$ cat src/rtl/mpg_pkg.sv
// Shared types for the pause and backpressure transmit gate.
// Assumes nothing beyond being compiled before its users.
package mpg_pkg;
    // Gate state: waiting for a frame start, or inside a granted frame
    typedef enum logic {
        GATE_IDLE = 1'b0,
        GATE_TX   = 1'b1
    } gate_state_e;
endpackage

$ cat src/rtl/mpg_pause_timer.sv
// Pause quanta timer: holds the remaining pause in quanta and divides
// byte-time ticks into quanta with a prescaler.
// Assumes byte_tick is a single-cycle pulse and that a load strobe has
// priority over counting in the same cycle.
module mpg_pause_timer #(
    parameter int TIME_W  = 16,
    parameter int QUANTUM = 64
) (
    input  logic              clk,
    input  logic              rst_n,
    input  logic              byte_tick,
    input  logic              load_vld,
    input  logic [TIME_W-1:0] load_val,
    input  logic              short_quanta,
    output logic              pause_active
);
    localparam int PRESC_W = (QUANTUM > 1) ? $clog2(QUANTUM) : 1;

    logic [TIME_W-1:0]  quanta_left;
    logic               quantum_end;
    logic               step;

    // A quantum ends on a tick, at the prescaler's last byte-time or at once in shortcut mode
    generate
        if (QUANTUM > 1) begin : g_presc
            logic [PRESC_W-1:0] presc;
            assign quantum_end = short_quanta || (presc == PRESC_W'(QUANTUM - 1));

            // Prescaler: byte-times within the current quantum; restarted by a load
            always_ff @(posedge clk) begin
                if (!rst_n || load_vld || quanta_left == '0) begin
                    presc <= '0;
                end else if (byte_tick) begin
                    presc <= quantum_end ? '0 : presc + 1'b1;
                end
            end
        end else begin : g_nopresc
            assign quantum_end = 1'b1;
        end
    endgenerate

    assign step = byte_tick && quantum_end && (quanta_left != '0);

    // Remaining quanta: a load replaces the count, otherwise count down per quantum
    always_ff @(posedge clk) begin
        if (!rst_n) begin
            quanta_left <= '0;
        end else if (load_vld) begin
            quanta_left <= load_val;
        end else if (step) begin
            quanta_left <= quanta_left - 1'b1;
        end
    end

    assign pause_active = (quanta_left != '0);


    load_replace_chk: assert property (@(posedge clk) disable iff (!rst_n)
        load_vld |=> quanta_left == $past(load_val));


    no_count_up_chk: assert property (@(posedge clk) disable iff (!rst_n)
        !load_vld |=> quanta_left <= $past(quanta_left));


    idle_hold_chk: assert property (@(posedge clk) disable iff (!rst_n)
        (!load_vld && !byte_tick) |=> $stable(quanta_left));


    short_step_chk: assert property (@(posedge clk) disable iff (!rst_n)
        (!load_vld && byte_tick && short_quanta && quanta_left != '0)
        |=> quanta_left == $past(quanta_left) - 1'b1);
endmodule

$ cat src/rtl/mpg_tx_gate.sv
// Transmit gate: grants a frame start only while nothing inhibits,
// holds the grant until the frame ends, and requests a preamble jam
// between frames while backpressure is selected.
// Assumes tx_frame_done is only meaningful while a frame is granted.
module mpg_tx_gate
    import mpg_pkg::*;
(
    input  logic clk,
    input  logic rst_n,
    input  logic inhibit,
    input  logic tx_req,
    input  logic tx_frame_done,
    input  logic bp_mode,
    output logic tx_allow,
    output logic jam_req
);
    gate_state_e state;

    // Frame boundary tracking: start when permitted, stop at frame end
    always_ff @(posedge clk) begin
        if (!rst_n) begin
            state <= GATE_IDLE;
        end else begin
            case (state)
                GATE_IDLE: if (tx_req && !inhibit) state <= GATE_TX;
                GATE_TX:   if (tx_frame_done)      state <= GATE_IDLE;
                default:   state <= GATE_IDLE;
            endcase
        end
    end

    // Grant output and jam request between frames
    always_comb begin
        tx_allow = (state == GATE_TX);
        jam_req  = bp_mode && (state == GATE_IDLE);
    end


    no_start_inhibit_chk: assert property (@(posedge clk) disable iff (!rst_n)
        (!tx_allow && inhibit) |=> !tx_allow);


    no_truncate_chk: assert property (@(posedge clk) disable iff (!rst_n)
        (tx_allow && !tx_frame_done) |=> tx_allow);


    jam_excl_chk: assert property (@(posedge clk) disable iff (!rst_n)
        tx_allow |-> !jam_req);
endmodule

$ cat src/rtl/mac_pause_gate.sv
// MAC pause and backpressure transmit gate: combines the pause quanta
// timer, the forced-pause test control and the frame gate.
// Assumes all inputs are synchronous to clk.
module mac_pause_gate #(
    parameter int TIME_W  = 16,
    parameter int QUANTUM = 64
) (
    input  logic              clk,
    input  logic              rst_n,
    input  logic              byte_tick,
    input  logic              pause_rx_vld,
    input  logic [TIME_W-1:0] pause_rx_time,
    input  logic              tst_short_quanta,
    input  logic              tst_force_pause,
    input  logic              tst_backpressure,
    input  logic              tx_req,
    input  logic              tx_frame_done,
    output logic              tx_allow,
    output logic              jam_req
);
    logic pause_active;
    logic inhibit;

    mpg_pause_timer #(
        .TIME_W  (TIME_W),
        .QUANTUM (QUANTUM)
    ) timer_i (
        .clk          (clk),
        .rst_n        (rst_n),
        .byte_tick    (byte_tick),
        .load_vld     (pause_rx_vld),
        .load_val     (pause_rx_time),
        .short_quanta (tst_short_quanta),
        .pause_active (pause_active)
    );

    // A forced pause inhibits starts exactly as a received nonzero pause does
    assign inhibit = pause_active || tst_force_pause;

    mpg_tx_gate gate_i (
        .clk           (clk),
        .rst_n         (rst_n),
        .inhibit       (inhibit),
        .tx_req        (tx_req),
        .tx_frame_done (tx_frame_done),
        .bp_mode       (tst_backpressure),
        .tx_allow      (tx_allow),
        .jam_req       (jam_req)
    );


    reset_quiet_chk: assert property (@(posedge clk)
        !rst_n |=> !tx_allow && !pause_active);
endmodule

$ cat config.mk
export PLATFORM = sky130hd
export DESIGN_NAME = mac_pause_gate
export DESIGN_NICKNAME = d
export VERILOG_FILES = /design/src/rtl/mpg_pkg.sv /design/src/rtl/mpg_pause_timer.sv /design/src/rtl/mpg_tx_gate.sv /design/src/rtl/mac_pause_gate.sv
export SDC_FILE = /design/constraint.sdc
export NUM_CORES = 1
export LEC_CHECK = 0
export BUFFER_PORTS_ARGS = -buffer_cell sky130_fd_sc_hd__buf_4
export CAP_MARGIN = 25
export CORE_ASPECT_RATIO = 1.5
export CORE_MARGIN = 2
export CORE_UTILIZATION = 57
export DETAILED_ROUTE_END_ITERATION = 10
export PLACE_DENSITY = 0.93
export SLEW_MARGIN = 20
export SYNTH_ARGS = -nofsm -noshare
export SYNTH_HDL_FRONTEND = slang
export SYNTH_SLANG_ARGS = --single-unit
export TNS_END_PERCENT = 50
$ cat constraint.sdc
create_clock -name clk -period 4.3 [get_ports clk]
set_clock_uncertainty 0.2 [all_clocks]
set_input_delay 0 -clock clk [delete_from_list [all_inputs] [get_ports clk]]
set_output_delay 0 -clock clk [all_outputs]
set_load 0.02 [all_outputs]
## Word-level counts from Yosys, hierarchy flattened

Cells that the tools add are included.

- Flip-flop bits (word level): 23
- Input bits: 25
- Output and inout port bits: 2
- Word-level logic and storage cells: 26

- Add/sub/neg operators: 2
- Eq/ne operators: 1
- Mux-type cells: 6
- Bitwise logic cells: 1
- Reductions and logical operators: 13

Operator list:

| cell | count |
|---|---|
| two-way mux 16 bit | 2 |
| zero test 16 bit | 1 |
| nonzero test 16 bit | 1 |
| subtractor 16 x 1 -> 16 bit (second input constant) | 1 |
| adder 6 x 1 -> 6 bit (second input constant) | 1 |
| equality test 6 bit (second input constant) | 1 |
| two-way mux 6 bit | 1 |
| logical AND 1 bit | 4 |
| logical OR 1 bit | 4 |
| zero test 1 bit | 2 |
| two-way mux 1 bit | 2 |
| one-hot mux 1 bit (2 select lines) | 1 |
| nonzero test 2 bit | 1 |
| NOT 1 bit | 1 |

## Longest topological paths before layout

- Depth in word-level cells: 6
- Mapped depth: 8
- Gate-level depth less buffers: 7

## Modules after synthesis

A second synthesis with hierarchy kept.

- Cells, all modules: 147
- Area, all modules: 1,251.2 µm²

By module, submodules not included:

| module | instances | cells an instance | area each (µm²) |
|---|---|---|---|
| mpg_pause_timer | 1 | 141 | 1,182.4 |
| mpg_tx_gate | 1 | 5 | 62.6 |
| mac_pause_gate | 1 | 1 | 6.3 |

## Least setup slack after synthesis

OpenSTA, ideal clock, no wires.

- Path type: register -> register
- From: register timer_i.quanta_left[0]
- To: register timer_i.quanta_left[15]
- Arrival time: 1,633 ps
- Data required time: 4,026 ps
- Slack: 2,392 ps
- Cell stages (with the launch flop): 8
- Buffers on the path: 0
- Period minus slack after synthesis: 1,908 ps
- Cell sequence: dfxtp_1 -> inv_1 -> ha_1 -> nor4b_4 -> nand4_1 -> nand4_1 -> or4_1 -> a31oi_1

- Longest elaborated chain between the ends: 3

RTL lines:

| element | RTL line | RTL |
|---|---|---|
| from (decl) | mpg_pause_timer.sv:19 | `logic [TIME_W-1:0] quanta_left;` |
| from (signal assigned) | mpg_pause_timer.sv:49 | `quanta_left <= load_val;` |
| from (signal assigned) | mpg_pause_timer.sv:51 | `quanta_left <= quanta_left - 1'b1;` |
| subtractor 16 x 1 -> 16 bit / nonzero test 16 bit (equally long branches) | mpg_pause_timer.sv:51, mpg_pause_timer.sv:42 |  |
| two-way mux 16 bit / logical AND 1 bit (equally long branches) | mpg_pause_timer.sv:50, mpg_pause_timer.sv:42 |  |
| two-way mux 16 bit / nonzero test 2 bit (equally long branches) | -- |  |

Several ways; a longest one is shown, not always the timed one. The select of a mux whose other input is x is not followed.
A chain may end at the register's enable or synchronous reset.

## Worst setup path after layout

- From: register timer_i.quanta_left[0]
- To: register gate_i.state (netlist: gate_i.tx_allow)

- Longest elaborated chain between the ends: 6

RTL lines:

| element | RTL line | RTL |
|---|---|---|
| nonzero test 16 bit | mpg_pause_timer.sv:55 | `assign pause_active = (quanta_left != '0);` |
| logical OR 1 bit | mac_pause_gate.sv:38 | `assign inhibit = pause_active \|\| tst_force_pause;` |
| zero test 1 bit | mpg_tx_gate.sv:25 | `GATE_IDLE: if (tx_req && !inhibit) state <= GATE_TX;` |
| logical AND 1 bit | mpg_tx_gate.sv:25 |  |
| two-way mux 1 bit | mpg_tx_gate.sv:25 |  |
| one-hot mux 1 bit (2 select lines) | mpg_tx_gate.sv:24 | `case (state)` |
| to (signal assigned) | mpg_tx_gate.sv:25 |  |
| to (signal assigned) | mpg_tx_gate.sv:26 | `GATE_TX: if (tx_frame_done) state <= GATE_IDLE;` |
| to (signal assigned) | mpg_tx_gate.sv:27 | `default: state <= GATE_IDLE;` |
| to (decl) | mpg_tx_gate.sv:17 | `gate_state_e state;` |

No other way between the ends.

==> reports/metrics.csv <==
metric;value;unit
outcome;complete, no violations;
CP startpoint kind;flop;
CP most frequent cell;dlygate4sd3_1;
#FFs+latches synth;23;
Synth top area share;0.361;
syn nets;173;
YS warnings;0;
EDFF count, synth;0;
Ports;27;
CTS buffer count;3;
Port Buffers;26;
first-pass GRT wire length;6140;um
CP Cell Sequence;inv_1, ha_1, nor4b_4, nand4_1, nor4b_2, dlygate4sd3_1, a21oi_1, dlygate4sd3_1, nor2_1, dlygate4sd3_1;
final setup fails;0;
Total Neg Setup Slack;0;ps
via count;1404;
initial antenna violation count;0;
Max FO, Critical Path;13;
worst slew pin tran;799;ps
top post-synthesis cells by area;dfxtp_1, xor2_1, o21ai_0;
commonest non-fill, non-tap cells in the layout;dlygate4sd3_1, buf_4, dfxtp_1, nor2_1, o21ai_0;
Max Root-Sink Buffers;2;
commonest non-fill, non-tap cell in the layout;dlygate4sd3_1;
GRT overflow;0;
Pwr Density;251;nW/um2
final worst path period share;0.919;
insertion delay to the later sink of the worst-skew pair;320;ps
# clock sinks;23;
Req. time, crit path;4380;ps
Finished Layout Cells;230;
residual DRC count;0;
DRT iter0 DRCs;85;
remaining antenna violation count after routing;0;
design area;1870;um2
H-tree depth;1;
placed insts;188;
Inserted Diodes;0;
Initial Util;0.585;
largest net degree at the start of global routing;32;
sequential area share after synthesis;0.361;
Cell variety after synth;40;
row cnt;21;
Syn Inst Count;146;
Leak Pwr;0.719;nW
Worst Path Arrival;4030;ps
Worst Hold Class;in2reg;
CTS tree;done;
GRT Total Usage;0.309;
CP max stage cell;dlygate4sd3_1;
Hold Slack;99.7;ps
CTS Hold Bufs;38;
gpl congestion;0.814;
kind of critical path;reg2reg;
Layout Nets;235;
syn avg cell area;8.74;um2
die area;2640;um2
Die H;62.0;um
Hold Vio Cnt, Final;0;
Post-CTS Resized;0;
max-cap viol count;0;
Die W;42.6;um
CTS root buf;clkbuf_4;
Avg Vias per Cell;6.10;
vias in the first global route;1311;
critical path's largest stage delay;590;ps
core footprint;2180;um2
placed cell areas;1470;um2
layout cells sized above 1;0.198;
RSZ-0062 raised after global routing;false;
Synth area leader;dfxtp_1;
Post-CTS Setup Bufs;0;
highest clock rate;253;MHz
peak supply drop;0.195;mV
WL per Instance;16.5;um
Mapped Area;1280;um2
Final Max Tran Viols;0;
crit path capture type;flop;
Pre-antenna DRT Iters;4;
Reg clk slew, reported paths;130;ps
Post-synth ARST share;0;
area delta synth->final;46.8;%
worst relative slew slack;0.466;
dpl hpwl;2120;um
minimum clock period;3950;ps
final wirelength;3790;um
Primary FF master, synth;dfxtp_1;
-- worst max-delay path, delay by kind of cell, from the launching register on --
family,cells,cell delay (ps)
DFF,1,340
AOI/OAI and AO/OA,1,40
and+or+nand+nor,4,1330
buffers and inverters,4,1790
adders and majority gates,1,210
-- layer usage --
metal  GRT usage  wire [um]
met2       0.589       2070
met5           0          0
met3      0.0405        185
met1       0.354       1450
met4       0.103         82
-- cells in the mapped netlist (all sizes together), types with 3 or more instances --
master,count
o21ai,16
dfxtp,23
buf,3
a31oi,3
nor2,15
xor2,9
nand2,6
a21oi,11
xnor2,6
nand4,8
clkbuf,4
nor4,3
nand3,7
nor3,5
nor4b,3
inv,5
-- flip-flops by register name, indices dropped and copies added, names as in the netlist --
| name | cells |
|---|---|
| timer_i.quanta_left | 16 |
| timer_i.g_presc.presc | 6 |
| gate_i.tx_allow | 1 |
-- power breakdown --
group,internal [mW],leakage [nW],total (mW),switching (mW)
clock,0.0349,0.0177,0.104,0.0696
combinational,0.0676,0.511,0.123,0.0551
sequential,0.225,0.190,0.244,0.0182
-- cell type report --
| type | instances | area (um2) |
|---|---|---|
| Multi-Input combinational cell | 111 | 762 |
| Timing Repair Buffer | 64 | 576 |
| Sequential cell | 23 | 460 |
| Fill cell | 102 | 308 |
| Tap cell | 23 | 28.8 |
| Clock buffer | 3 | 22.5 |
| Inverter | 5 | 18.8 |
| Clock inverter | 1 | 5.00 |
-- cell families after synthesis --
family | synth area share
flip-flops | 0.361
adder cells (fa/ha/maj) | 0.0196
AO/OA/AOI/OAI | 0.175
XOR/XNOR | 0.103
AND/OR/NAND/NOR | 0.292
buffers and inverters | 0.0421
multiplexers | 0.00784
-- final timing paths --
check / start / to / slack, ps / cells past startpoint
worst min-delay path: tst_short_quanta / timer_i.g_presc.presc[5] / 100 / 5
worst max register to register: timer_i.quanta_left[0] / gate_i.tx_allow / 350 / 10
worst max-delay path: timer_i.quanta_left[0] / gate_i.tx_allow / 350 / 10
worst min register to register: timer_i.quanta_left[11] / timer_i.quanta_left[11] / 340 / 2
-- per-stage QoR --
| stage | power [mW] | setup WS, ps | util |
|---|---|---|---|
| 2_1_floorplan | 0.304 | 2390 | - |
| 3_3_place_gp | 0.329 | 1940 | 0.672 |
| 3_5_place_dp | 0.335 | 1800 | 0.672 |
| 6_report | 0.471 | 346 | 0.859 |
| 4_1_cts | 0.464 | 434 | 0.859 |
| 5_1_grt | 0.489 | 133 | 0.859 |
Power figures use the tool's default switching activity.
